File: src/rtl/wrl_pkg.sv
package wrl_pkg;
   localparam int NUM_REGS = 4;
   localparam int NUM_WR   = 3;

   // Writable registers first; the read-only capture register is last.
   typedef enum logic [1:0] {
      REG_CNT  = 2'd0,
      REG_CMPA = 2'd1,
      REG_CMPB = 2'd2,
      REG_CAP  = 2'd3
   } reg_sel_e;

   typedef struct packed {
      logic     hit;
      logic     hi;
      reg_sel_e sel;
   } dec_t;
endpackage

File: src/rtl/wrl_addr_decode.sv
module wrl_addr_decode
   import wrl_pkg::*;
#(
   parameter int                              ADDR_W = 6,
   parameter logic [NUM_REGS*ADDR_W-1:0]      LO_MAP = '0
) (
   input  logic [ADDR_W-1:0] addr,
   output dec_t              dec
);
   logic [NUM_REGS-1:0] lo_match;
   logic [NUM_REGS-1:0] hi_match;

   for (genvar g = 0; g < NUM_REGS; g++) begin : g_match
      localparam logic [ADDR_W-1:0] LO_A = LO_MAP[g*ADDR_W +: ADDR_W];
      localparam logic [ADDR_W-1:0] HI_A = LO_A | ADDR_W'(1);
      if (LO_A[0] != 1'b0) begin : g_bad_align
         $error("low-byte address of register %0d must be even", g);
      end
      assign lo_match[g] = (addr == LO_A);
      assign hi_match[g] = (addr == HI_A);
   end

   always_comb begin
      dec.hit = |(lo_match | hi_match);
      dec.hi  = |hi_match;
      dec.sel = REG_CNT;
      for (int i = 0; i < NUM_REGS; i++) begin
         if (lo_match[i] || hi_match[i]) dec.sel = reg_sel_e'(i);
      end
   end
endmodule

File: src/rtl/wrl_temp_latch.sv
module wrl_temp_latch #(
   parameter int BYTE_W = 8
) (
   input  logic              clk,
   input  logic              rst_n,
   input  logic              stage_wr,
   input  logic [BYTE_W-1:0] wr_byte,
   input  logic              stage_rd,
   input  logic [BYTE_W-1:0] rd_byte,
   output logic [BYTE_W-1:0] temp_q
);
   always_ff @(posedge clk or negedge rst_n) begin
      if (!rst_n) begin
         temp_q <= '0;
      end else if (stage_wr) begin
         temp_q <= wr_byte;
      end else if (stage_rd) begin
         temp_q <= rd_byte;
      end
   end
endmodule

File: src/rtl/wrl_read_mux.sv
module wrl_read_mux
   import wrl_pkg::*;
#(
   parameter int BYTE_W = 8,
   localparam int REG_W = 2 * BYTE_W
) (
   input  logic                      re,
   input  dec_t                      dec,
   input  logic [NUM_REGS*REG_W-1:0] live_bus,
   input  logic [BYTE_W-1:0]         temp_q,
   output logic [BYTE_W-1:0]         rdata,
   output logic [BYTE_W-1:0]         sel_hi_byte
);
   logic [REG_W-1:0] live_arr [NUM_REGS];

   for (genvar g = 0; g < NUM_REGS; g++) begin : g_unpack
      assign live_arr[g] = live_bus[g*REG_W +: REG_W];
   end

   assign sel_hi_byte = live_arr[dec.sel][REG_W-1:BYTE_W];

   always_comb begin
      rdata = '0;
      if (re && dec.hit) begin
         rdata = dec.hi ? temp_q : live_arr[dec.sel][BYTE_W-1:0];
      end
   end
endmodule

File: src/rtl/wrl_commit.sv
module wrl_commit
   import wrl_pkg::*;
#(
   parameter int BYTE_W = 8,
   localparam int REG_W = 2 * BYTE_W
) (
   input  logic              clk,
   input  logic              rst_n,
   input  logic              commit,
   input  reg_sel_e          sel,
   input  logic [BYTE_W-1:0] lo_byte,
   input  logic [BYTE_W-1:0] temp_q,
   output logic [REG_W-1:0]  wr_data,
   output logic [NUM_WR-1:0] stb
);
   for (genvar g = 0; g < NUM_WR; g++) begin : g_stb
      always_ff @(posedge clk or negedge rst_n) begin
         if (!rst_n) stb[g] <= 1'b0;
         else        stb[g] <= commit && (sel == reg_sel_e'(g));
      end
   end

   always_ff @(posedge clk or negedge rst_n) begin
      if (!rst_n) begin
         wr_data <= '0;
      end else if (commit) begin
         wr_data <= {temp_q, lo_byte};
      end
   end
endmodule

File: src/rtl/wide_reg_bridge.sv
module wide_reg_bridge
   import wrl_pkg::*;
#(
   parameter int ADDR_W   = 6,
   parameter int BYTE_W   = 8,
   parameter int CNT_LO   = 'h2C,
   parameter int CMPA_LO  = 'h2A,
   parameter int CMPB_LO  = 'h28,
   parameter int CAP_LO   = 'h26,
   localparam int REG_W   = 2 * BYTE_W
) (
   input  logic              clk,
   input  logic              rst_n,
   input  logic [ADDR_W-1:0] bus_addr,
   input  logic [BYTE_W-1:0] bus_wdata,
   input  logic              bus_we,
   input  logic              bus_re,
   input  logic [REG_W-1:0]  cnt_live,
   input  logic [REG_W-1:0]  cmpa_live,
   input  logic [REG_W-1:0]  cmpb_live,
   input  logic [REG_W-1:0]  cap_live,
   output logic [BYTE_W-1:0] bus_rdata,
   output logic [REG_W-1:0]  wr_data,
   output logic              wr_stb_cnt,
   output logic              wr_stb_cmpa,
   output logic              wr_stb_cmpb
);
   localparam logic [NUM_REGS*ADDR_W-1:0] LO_MAP = {
      ADDR_W'(CAP_LO), ADDR_W'(CMPB_LO), ADDR_W'(CMPA_LO), ADDR_W'(CNT_LO)
   };

   if (BYTE_W < 1) begin : g_bad_byte
      $error("BYTE_W must be positive");
   end
   if (CNT_LO + 1 >= (1 << ADDR_W) || CMPA_LO + 1 >= (1 << ADDR_W) ||
       CMPB_LO + 1 >= (1 << ADDR_W) || CAP_LO + 1 >= (1 << ADDR_W)) begin : g_bad_addr
      $error("register addresses exceed ADDR_W");
   end

   dec_t              dec;
   logic [BYTE_W-1:0] temp_q;
   logic [BYTE_W-1:0] sel_hi_byte;
   logic [NUM_WR-1:0] stb_q;
   logic              writable;
   logic              stage_wr;
   logic              stage_rd;
   logic              commit;

   wrl_addr_decode #(.ADDR_W(ADDR_W), .LO_MAP(LO_MAP)) u_dec (
      .addr (bus_addr),
      .dec  (dec)
   );

   assign writable = dec.hit && (dec.sel != REG_CAP);
   assign stage_wr = bus_we && writable && dec.hi;
   assign commit   = bus_we && writable && !dec.hi;
   assign stage_rd = bus_re && !bus_we && dec.hit && !dec.hi;

   wrl_temp_latch #(.BYTE_W(BYTE_W)) u_temp (
      .clk      (clk),
      .rst_n    (rst_n),
      .stage_wr (stage_wr),
      .wr_byte  (bus_wdata),
      .stage_rd (stage_rd),
      .rd_byte  (sel_hi_byte),
      .temp_q   (temp_q)
   );

   wrl_read_mux #(.BYTE_W(BYTE_W)) u_rmux (
      .re          (bus_re),
      .dec         (dec),
      .live_bus    ({cap_live, cmpb_live, cmpa_live, cnt_live}),
      .temp_q      (temp_q),
      .rdata       (bus_rdata),
      .sel_hi_byte (sel_hi_byte)
   );

   wrl_commit #(.BYTE_W(BYTE_W)) u_commit (
      .clk     (clk),
      .rst_n   (rst_n),
      .commit  (commit),
      .sel     (dec.sel),
      .lo_byte (bus_wdata),
      .temp_q  (temp_q),
      .wr_data (wr_data),
      .stb     (stb_q)
   );

   assign wr_stb_cnt  = stb_q[REG_CNT];
   assign wr_stb_cmpa = stb_q[REG_CMPA];
   assign wr_stb_cmpb = stb_q[REG_CMPB];
endmodule

File: config.mk
export PLATFORM = sky130hd
export DESIGN_NAME = wide_reg_bridge
export DESIGN_NICKNAME = d
export VERILOG_FILES = /design/src/rtl/wrl_pkg.sv /design/src/rtl/wrl_addr_decode.sv /design/src/rtl/wrl_temp_latch.sv /design/src/rtl/wrl_read_mux.sv /design/src/rtl/wrl_commit.sv /design/src/rtl/wide_reg_bridge.sv
export SDC_FILE = /design/constraint.sdc
export NUM_CORES = 1
export LEC_CHECK = 0
export BUFFER_PORTS_ARGS = -buffer_cell sky130_fd_sc_hd__buf_2
export CORE_UTILIZATION = 39
export DETAILED_ROUTE_END_ITERATION = 6
export GPL_TIMING_DRIVEN = 0
export HOLD_SLACK_MARGIN = 0.08
export PLACE_DENSITY = 0.77
export SLEW_MARGIN = 0
export SYNTH_ARGS = -nofsm -noshare
export SYNTH_HDL_FRONTEND = slang
export SYNTH_SLANG_ARGS = --single-unit
File: constraint.sdc
create_clock -name clk -period 1.6 [get_ports clk]
set_clock_uncertainty 0.2 [all_clocks]
set_input_delay 0.24 -clock clk [delete_from_list [all_inputs] [get_ports clk]]
set_output_delay 0.24 -clock clk [all_outputs]
set_load 0.1 [all_outputs]
* After elaboration in Yosys (flattened, before gate mapping)
Cells that the tools add are included.
Storage, ports and cells: bits in writable memories 0, flip-flop bits (word level) 27, bits in read-only memories 0, input port bits 82, latch bits 0, memories 0, logic and storage cells 49
Cells by class: mux-type cells 10, equality and inequality tests 11, shift operators 0, add/subtract/negate cells 0, divide/modulo/power cells 0, bitwise operators 2, reductions and logical operators 20, magnitude comparators 1, multipliers 0
Operators by type and width (number):
- $eq A6 B6 Y1 const B | 8
- $bmux W16 S2 | 1
- $mux W16 | 2
- $mux W8 | 4
- $logic_and A1 B1 Y1 | 11
- $reduce_or A4 Y1 | 2
- $mux W2 | 2
- $or A4 B4 Y4 | 1
- $ge A3 B3 Y1 const B | 1
- $logic_or A1 B1 Y1 | 3
- $not A2 Y3 | 1
- $eq A2 B1 Y1 const B | 1
- $eq A2 B2 Y1 const B | 1
- $logic_not A1 Y1 | 2
- $logic_not A2 Y1 | 1
- $ne A2 B2 Y1 const B | 1
- $reduce_bool A2 Y1 | 1
- $mux W1 | 1

* Logic depth before layout (Yosys ltp)
Gate-level depths: netlist (run 1).
depth after elaboration 11, depth in mapped cells 7

* Hierarchy
Synthesis (run 1) repeated with hierarchy kept, for this count alone.
Second synthesis, totals: cells, all modules 145, area, all modules 1858.0 µm²
By module, submodules not included:
- wrl_commit | instances 1, area an instance 740.7 µm², cells each 40, seq. area each 475.5 µm²
- wrl_read_mux | instances 1, area an instance 634.4 µm², cells each 57, seq. area each 0.0 µm²
- wrl_temp_latch | instances 1, area an instance 372.9 µm², cells each 34, seq. area each 200.2 µm²
- wrl_addr_decode | instances 1, area an instance 73.8 µm², cells each 10, seq. area each 0.0 µm²
- wide_reg_bridge | instances 1, area an instance 36.3 µm², cells each 4, seq. area each 0.0 µm²

* Worst setup path before layout (run 1)
Ideal clock, no wire load.
path kind input port to output port, from input bus_addr[5], to output bus_rdata[3], stages 7, slack -2277 ps, data required time 1160 ps, data arrival time 3437 ps, cells stage by stage nor2b_1 -> buf_2 -> and3_2 -> buf_6 -> nand2_1 -> a31o_1 -> a221oi_1
On the way: word-level cells in the longest chain between the ends 11
Ends and longest elaborated chain:
- start, declared | line wide_reg_bridge.sv:14 | input logic [ADDR_W-1:0] bus_addr,
- $eq A6 B6 Y1, on equally long branches | line wrl_addr_decode.sv:19, wrl_addr_decode.sv:20
- $logic_or A1 B1 Y1 | line wrl_addr_decode.sv:28 | if (lo_match[i] || hi_match[i]) dec.sel = reg_sel_e'(i);
- $mux W1 | line wrl_addr_decode.sv:28
- $mux W2 (2 in a row) | line wrl_addr_decode.sv:28
- $not A2 Y3 (implied by the code) | line wrl_read_mux.sv:25 | rdata = dec.hi ? temp_q : live_arr[dec.sel][BYTE_W-1:0];
- $bmux W16 S2 | line wrl_read_mux.sv:25
- $mux W16 (2 in a row)
- $mux W8 | line wrl_read_mux.sv:25
- $mux W8 * | line wrl_read_mux.sv:24 | if (re && dec.hit) begin
- end, declared | line wide_reg_bridge.sv:22 | output logic [BYTE_W-1:0] bus_rdata,
Every way passes the cells marked *; elsewhere a longest branch is shown, timed or not. The select of a mux whose other input is x is not followed.

* Worst setup path after layout (run 1)
from input bus_addr[1], to output bus_rdata[1]
Same word-level chain as after synthesis.

==> results of run 1 <==
through the flow:
stage / power [mW] / std cells / TNS (ns) / instance area (sq um)
floorplan: 2.04 / 190 / -7.40 / 1900
global placement: 2.33 / 348 / -15.06 / 2500
detailed placement: 2.36 / 349 / -13.74 / 2510
CTS: 2.86 / 385 / -4.52 / 3180
global route: 3.03 / 390 / -6.86 / 3300
finish: 2.92 / 390 / -6.38 / 3300
layout make-up:
class | instances | area [sq um]
repair buffers | 146 | 1060
clock buffers | 3 | 41.3
inverters | 9 | 33.8
flip-flops and latches | 27 | 676
multi-input cells | 140 | 1260
well taps | 50 | 62.6
fillers | 270 | 847
clock inverters | 1 | 7.51
plain buffers | 14 | 155
cell families (layout without fill, tap and decap cells):
family,after synthesis,count (layout),synth area share
AOI/OAI and AO/OA,64,64,0.283
xor gates and xnor gates,1,1,0.00506
buffers and inverters,23,173,0.0628
DFF,27,27,0.390
muxes,15,15,0.0939
and+or+nand+nor,60,60,0.165
repair_timing:
action	CTS	global route
cloned	2	0
pin swaps	18	7
gates resized for setup	86	18
endpoints found under the hold margin	40	0
setup endpoints to repair	16	16
buffers inserted	21	5
hold buffers	9	0
worst max-delay path by stage:
stage / end
after floorplan: bus_rdata[6]
after global placement: bus_rdata[6]
after detailed placement: bus_rdata[6]
after CTS: bus_rdata[0]
after global routing: bus_rdata[3]
final: bus_rdata[1]
sequential cells by signal, indices dropped and copies added (netlist names):
register	flops
u_commit.stb	3
u_commit.wr_data	16
u_temp.temp_q	8
cell usage after synthesis, drive strengths merged (2+ instances only):
master / count / area [sq um]
o221ai: 7 / 61.3
clkbuf: 3 / 11.3
nor3: 3 / 26.3
nand3: 2 / 15.0
mux2i: 5 / 50.1
o211ai: 2 / 15.0
buf: 11 / 63.8
nand2: 27 / 101
o21a: 2 / 15.0
inv: 8 / 30.0
a221oi: 8 / 76.3
a21oi: 3 / 15.0
and4: 2 / 17.5
and3: 2 / 13.8
mux2: 10 / 113
a22o: 3 / 26.3
dfrtp: 27 / 676
o21ai: 11 / 55.1
o22ai: 9 / 56.3
nor2: 17 / 63.8
o311a: 3 / 30.0
a31o: 7 / 61.3
o311ai: 3 / 26.3
metal layers:
metal | track usage | up-vias | routed length [um]
met1 | 0.359 | 1057 | 2680
met3 | 0.0757 | 20 | 648
met2 | 0.577 | 145 | 3810
met5 | 0 | - | 0
met4 | 0.0990 | 0 | 157
li1 | - | 1021 | -
where the power goes:
group	switching (mW)	internal [mW]	leakage, nW	total, mW
Sequential	0.0768	0.834	0.342	0.911
Clock	0.232	0.177	0.0217	0.409
Combinational	1.18	0.421	1.21	1.60
critical path, cell delays in order:
cell and delay, ns:
buf_12 0.12, and3b_2 0.22, buf_4 0.15, o21a_1 0.22, buf_2 0.17, a31o_1 0.20, a221oi_4 0.28, buf_12 0.21
==> key figures, run 1 <==
Outcome
  – Status: complete, but fails checks
  – Failing checks: setup timing

Synth
  – Flip-flop and latch count after synthesis: 27
  – Synth Flop Type: dfrtp_1
  – Synthesized area per cell: between 9 and 10 sq um
  – Post-synth net total: around 270
  – Number of unique standard cell types used by synthesis: 46
  – Ys async rst share: 1.00
  – Synthesized area: around 0.0017 sq mm
  – Synth Warn #: 0
  – Sequential area share after synthesis: 0.390
  – EDFF count, synth: 0
  – Mapped Cells: 190

STA
  – Fin worst setup slack: -0.672 ns
  – RSZ-0062 raised after global routing: true
  – Worst relative slew slack: 0.579
  – Count of pins over their slew limit: 0
  – Final worst path period share: 1.42
  – Fmax achieved: roughly 440 MHz
  – Slew at the pin closest to its max-slew limit: 0.631 ns
  – Hold Violations, Final: 0
  – Final hold slack: ~0.13 ns
  – Tmin final: about 2.3 ns
  – Final setup viols: 16

Global route
  – Initial antenna violation count: 0
  – First-pass GRT wire length: ~11 mm
  – Grt ovf: 0
  – Gr usage total: 0.316
  – Number of global-route vias before repair: about 2200
  – Largest net degree at the start of global routing: 28

Min path
  – Hold endpoint: u_commit.stb[1]$_DFF_PN0_
  – Worst Min Path Start: bus_addr[1]
  – Hold crit path type: input pin to register
  – Hold Path Depth: 3

Worst setup path
  – Worst reg2reg setup slack: 0.47 ns
  – Worst r2r dst: u_temp.temp_q[1]$_DFFE_PN0P_
  – Startpoint Class: input pin
  – Worst R2R Start: u_temp.temp_q[1]$_DFFE_PN0P_
  – Required @ worst endpoint: ~1.2 ns
  – Crit. Startpoint: bus_addr[1]
  – Crit-path max FO: 8
  – Data arrival, critical path: between 1.5 and 2 ns
  – Reg2reg path depth: 3
  – WS Path Type: input pin to output pin
  – Crit end category: output pin

Detailed routing
  – Remaining DRCs: 0
  – First-pass iteration count of the detailed router: 4
  – Drt total wl: ~7.3 mm
  – DR WL/cell: about 19 um
  – DR vias: between 2000 and 2500
  – Antenna-violating nets left: 0
  – Vias per cell: roughly 5.8
  – Initial drt markers: 112

Pwr
  – Pwr dens: just under 900 mW/mm^2
  – Max VDD drop: about 0.59 mV
  – Lkg Pwr: roughly 1.6 nW

Die
  – Die Ht: between 60 and 70 um
  – Cell Rows: 23
  – Initial core utilization: 0.418
  – Die area: about 0.0047 sq mm
  – Core outline area: 0.00414 sq mm
  – Die W: 68.7 um
  – Top Ports: 109

Clocking
  – Clock sinks: 27
  – H-Tree Depth: 1
  – TritonCTS clock tree: yes
  – Later-pin clock latency in the skew report: 0.28 ns
  – Clk slew on worst S/H paths: roughly 0.1 ns
  – CTS Buffer Depth: 2
  – Total CTS buffers: 3
  – Root Buffer: clkbuf_8

Run
  – Max Cap Viol: 0

Cells and area
  – Area overhead of the layout relative to synthesis: 90.3%
  – Commonest cells after routing, fill and taps aside: buf_2, dfrtp_1, nand2_1
  – Fraction of layout cells with a size suffix above 1: 0.582
  – Most common cell after layout, fill and taps aside: buf_2
  – ANT cells: 0
  – Core Util, Final: 0.796
  – Final nets: ~420

Placement
  – GP Congestion: between 0.7 and 0.8
  – Pre-CTS setup slack: -0.996 ns
  – IO Port Bufs: 108
  – Post-detail-place hpwl: between 4 and 5 mm
Power figures use the tool's default switching activity.
==> run 2: changes to the inputs <==
--- a/config.mk
+++ b/config.mk
@@ -11,6 +11,7 @@
 export GPL_TIMING_DRIVEN = 0
 export HOLD_SLACK_MARGIN = 0.08
 export PLACE_DENSITY = 0.77
+export RECOVER_POWER = 50
 export SLEW_MARGIN = 0
 export SYNTH_ARGS = -nofsm -noshare
 export SYNTH_HDL_FRONTEND = slang
==> key figures, run 2 (same netlist as run 1, synthesis figures left out) <==
Outcome
  – Status: complete, but fails checks
  – Failing checks: setup timing

Detailed routing
  – DR vias: around 2200
  – Antenna-violating nets left: 0
  – First-pass iteration count of the detailed router: 5
  – Initial drt markers: between 100 and 150
  – Vias per cell: between 5 and 6
  – Drt total wl: a little over 7 mm
  – Remaining DRCs: 0
  – DR WL/cell: 18.6 um

Placement
  – Pre-CTS setup slack: -0.996 ns
  – Post-DP Area: ~0.0025 sq mm
  – GP Congestion: about 0.8
  – Post-detail-place hpwl: approximately 4.3 mm
  – IO Port Bufs: 108

Cells and area
  – Multi-input logic area: 0.00126 sq mm
  – Fraction of layout cells with a size suffix above 1: 0.579
  – Max reg flops: 16
  – Most common cell after layout, fill and taps aside: buf_2
  – Area overhead of the layout relative to synthesis: 90.2%
  – Regs by FF count: u_commit.wr_data x16, u_temp.temp_q x8, u_commit.stb x3
  – Fillers: between 200 and 300
  – ANT cells: 0
  – Final nets: roughly 420
  – Largest reg by FF count: u_commit.wr_data
  – Storage element area: 676 sq um
  – Commonest cells after routing, fill and taps aside: buf_2, dfrtp_1, nand2_1
  – Core Util, Final: 0.795
  – Final non-filler cell area: 0.00330 sq mm

Die
  – Cell Rows: 23
  – Die Ht: 68.7 um
  – Initial core utilization: 0.418
  – Top Ports: ~110
  – Die W: 68.7 um
  – Core outline area: between 0.004 and 0.005 sq mm
  – Die area: between 0.004 and 0.005 sq mm

Worst setup path
  – Startpoint Class: input pin
  – Crit-path cells: buf_12 > and3b_2 > buf_4 > o21a_1 > buf_2 > a31o_1 > a221oi_4 > buf_12
  – Delay-heaviest family, CP: compound AO/OA/AOI/OAI gates
  – Data arrival, critical path: 1.83 ns
  – Required @ worst endpoint: 1.16 ns
  – WS Path Type: input pin to output pin
  – Critical path's largest stage delay: 0.28 ns
  – Most frequent CP cell: buf_12
  – CP max stage cell: a221oi_4
  – Crit-path max FO: 8
  – CP bufs+invs: 4
  – Crit end category: output pin

Global route
  – First-pass GRT wire length: approximately 11 mm
  – Grt ovf: 0
  – Number of global-route vias before repair: ~2200
  – Largest net degree at the start of global routing: 28
  – Initial antenna violation count: 0
  – Gr usage total: 0.316

Clocking
  – Clk slew on worst S/H paths: 0.10 ns
  – TritonCTS clock tree: yes
  – Root Buffer: clkbuf_8
  – Clock sinks: 27
  – CTS Buffer Depth: 2
  – Later-pin clock latency in the skew report: roughly 0.28 ns
  – Total CTS buffers: 3
  – H-Tree Depth: 1

Run
  – Max Cap Viol: 0

Pwr
  – Lkg Pwr: 1.57 nW
  – Tot Pwr: ~3 mW
  – Max VDD drop: 0.587 mV
  – Pwr dens: just under 900 mW/mm^2

STA
  – Count of pins over their slew limit: 0
  – Final setup viols: 27
  – RSZ-0062 raised after global routing: true
  – Slew at the pin closest to its max-slew limit: 0.689 ns
  – Final worst path period share: 1.42
  – Tmin final: between 2 and 2.5 ns
  – Hold Violations, Final: 0
  – Fmax achieved: roughly 440 MHz
  – Worst relative slew slack: 0.540
  – Fin worst setup slack: -0.672 ns

Min path
  – Hold crit path type: input pin to register
[run 2: changes by cell type in the layout (fill, tap and decap cells not counted)]
cell,change
buf_2,-2
clkbuf_1,+1
clkbuf_2,+1
[run 2: worst reg2reg max path: cells and delay by family, from the launching register on]
kind	cells	cell delay, ns
flip-flops	1	0.37
buffers and inverters	1	0.16
AO/OA/AOI/OAI	2	0.29
[run 2: final timing paths]
check,from,endpoint,slack (ns),cells past startpoint
max in group asynchronous,rst_n,u_temp.temp_q[6]$_DFFE_PN0P_,0.43,2
setup / recovery,bus_addr[1],bus_rdata[1],-0.67,8
hold reg to reg,u_commit.wr_data[10]$_DFFE_PN0P_,u_commit.wr_data[10]$_DFFE_PN0P_,0.29,2
setup reg to reg,u_temp.temp_q[1]$_DFFE_PN0P_,u_temp.temp_q[1]$_DFFE_PN0P_,0.48,3
min in group asynchronous,rst_n,u_commit.wr_data[9]$_DFFE_PN0P_,0.33,2
hold / removal,bus_addr[1],u_commit.stb[1]$_DFF_PN0_,0.13,3
[run 2: through the flow]
stage / instances / hold slack [ns] / setup TNS (ns)
after detailed placement: 349 / 0.0857 / -13.74
after floorplan: 190 / -0.256 / -7.40
after CTS: 385 / 0.128 / -4.52
after global routing: 390 / 0.142 / -8.75
after global placement: 348 / 0.0784 / -15.06
final: 390 / 0.126 / -7.44
[run 2: final cells by class]
type / count / share of cell area
tap: 50 / 0.0190
timing repair buffer: 146 / 0.321
inverter: 9 / 0.0103
sequential: 27 / 0.205
clock inverter: 1 / 0.00228
buffer: 14 / 0.0467
multi-input combinational: 140 / 0.383
clock buffer: 3 / 0.0125
[run 2: timing repair]
item / 4_1_cts / 5_1_grt
buffers inserted: 21 / 5
setup endpoints to repair: 16 / 16
hold buffers: 9 / 0
hold endpoints to repair: 40 / 0
gates resized for setup: 86 / 18
pin swaps: 18 / 7
gates cloned: 2 / 0
[run 2: power breakdown]
| group | internal (mW) | switching [mW] | total, mW |
|---|---|---|---|
| clock | 0.177 | 0.231 | 0.409 |
| combinational | 0.420 | 1.18 | 1.60 |
| sequential | 0.834 | 0.0762 | 0.911 |
| total | 1.43 | 1.49 | 2.92 |
[run 2: routing by layer]
layer | up-vias | wire length (um) | global-route usage
met4 | 0 | 157 | 0.0990
li1 | 1025 | - | -
met2 | 125 | 3810 | 0.577
met5 | - | 0 | 0
met1 | 1057 | 2700 | 0.359
met3 | 20 | 600 | 0.0757
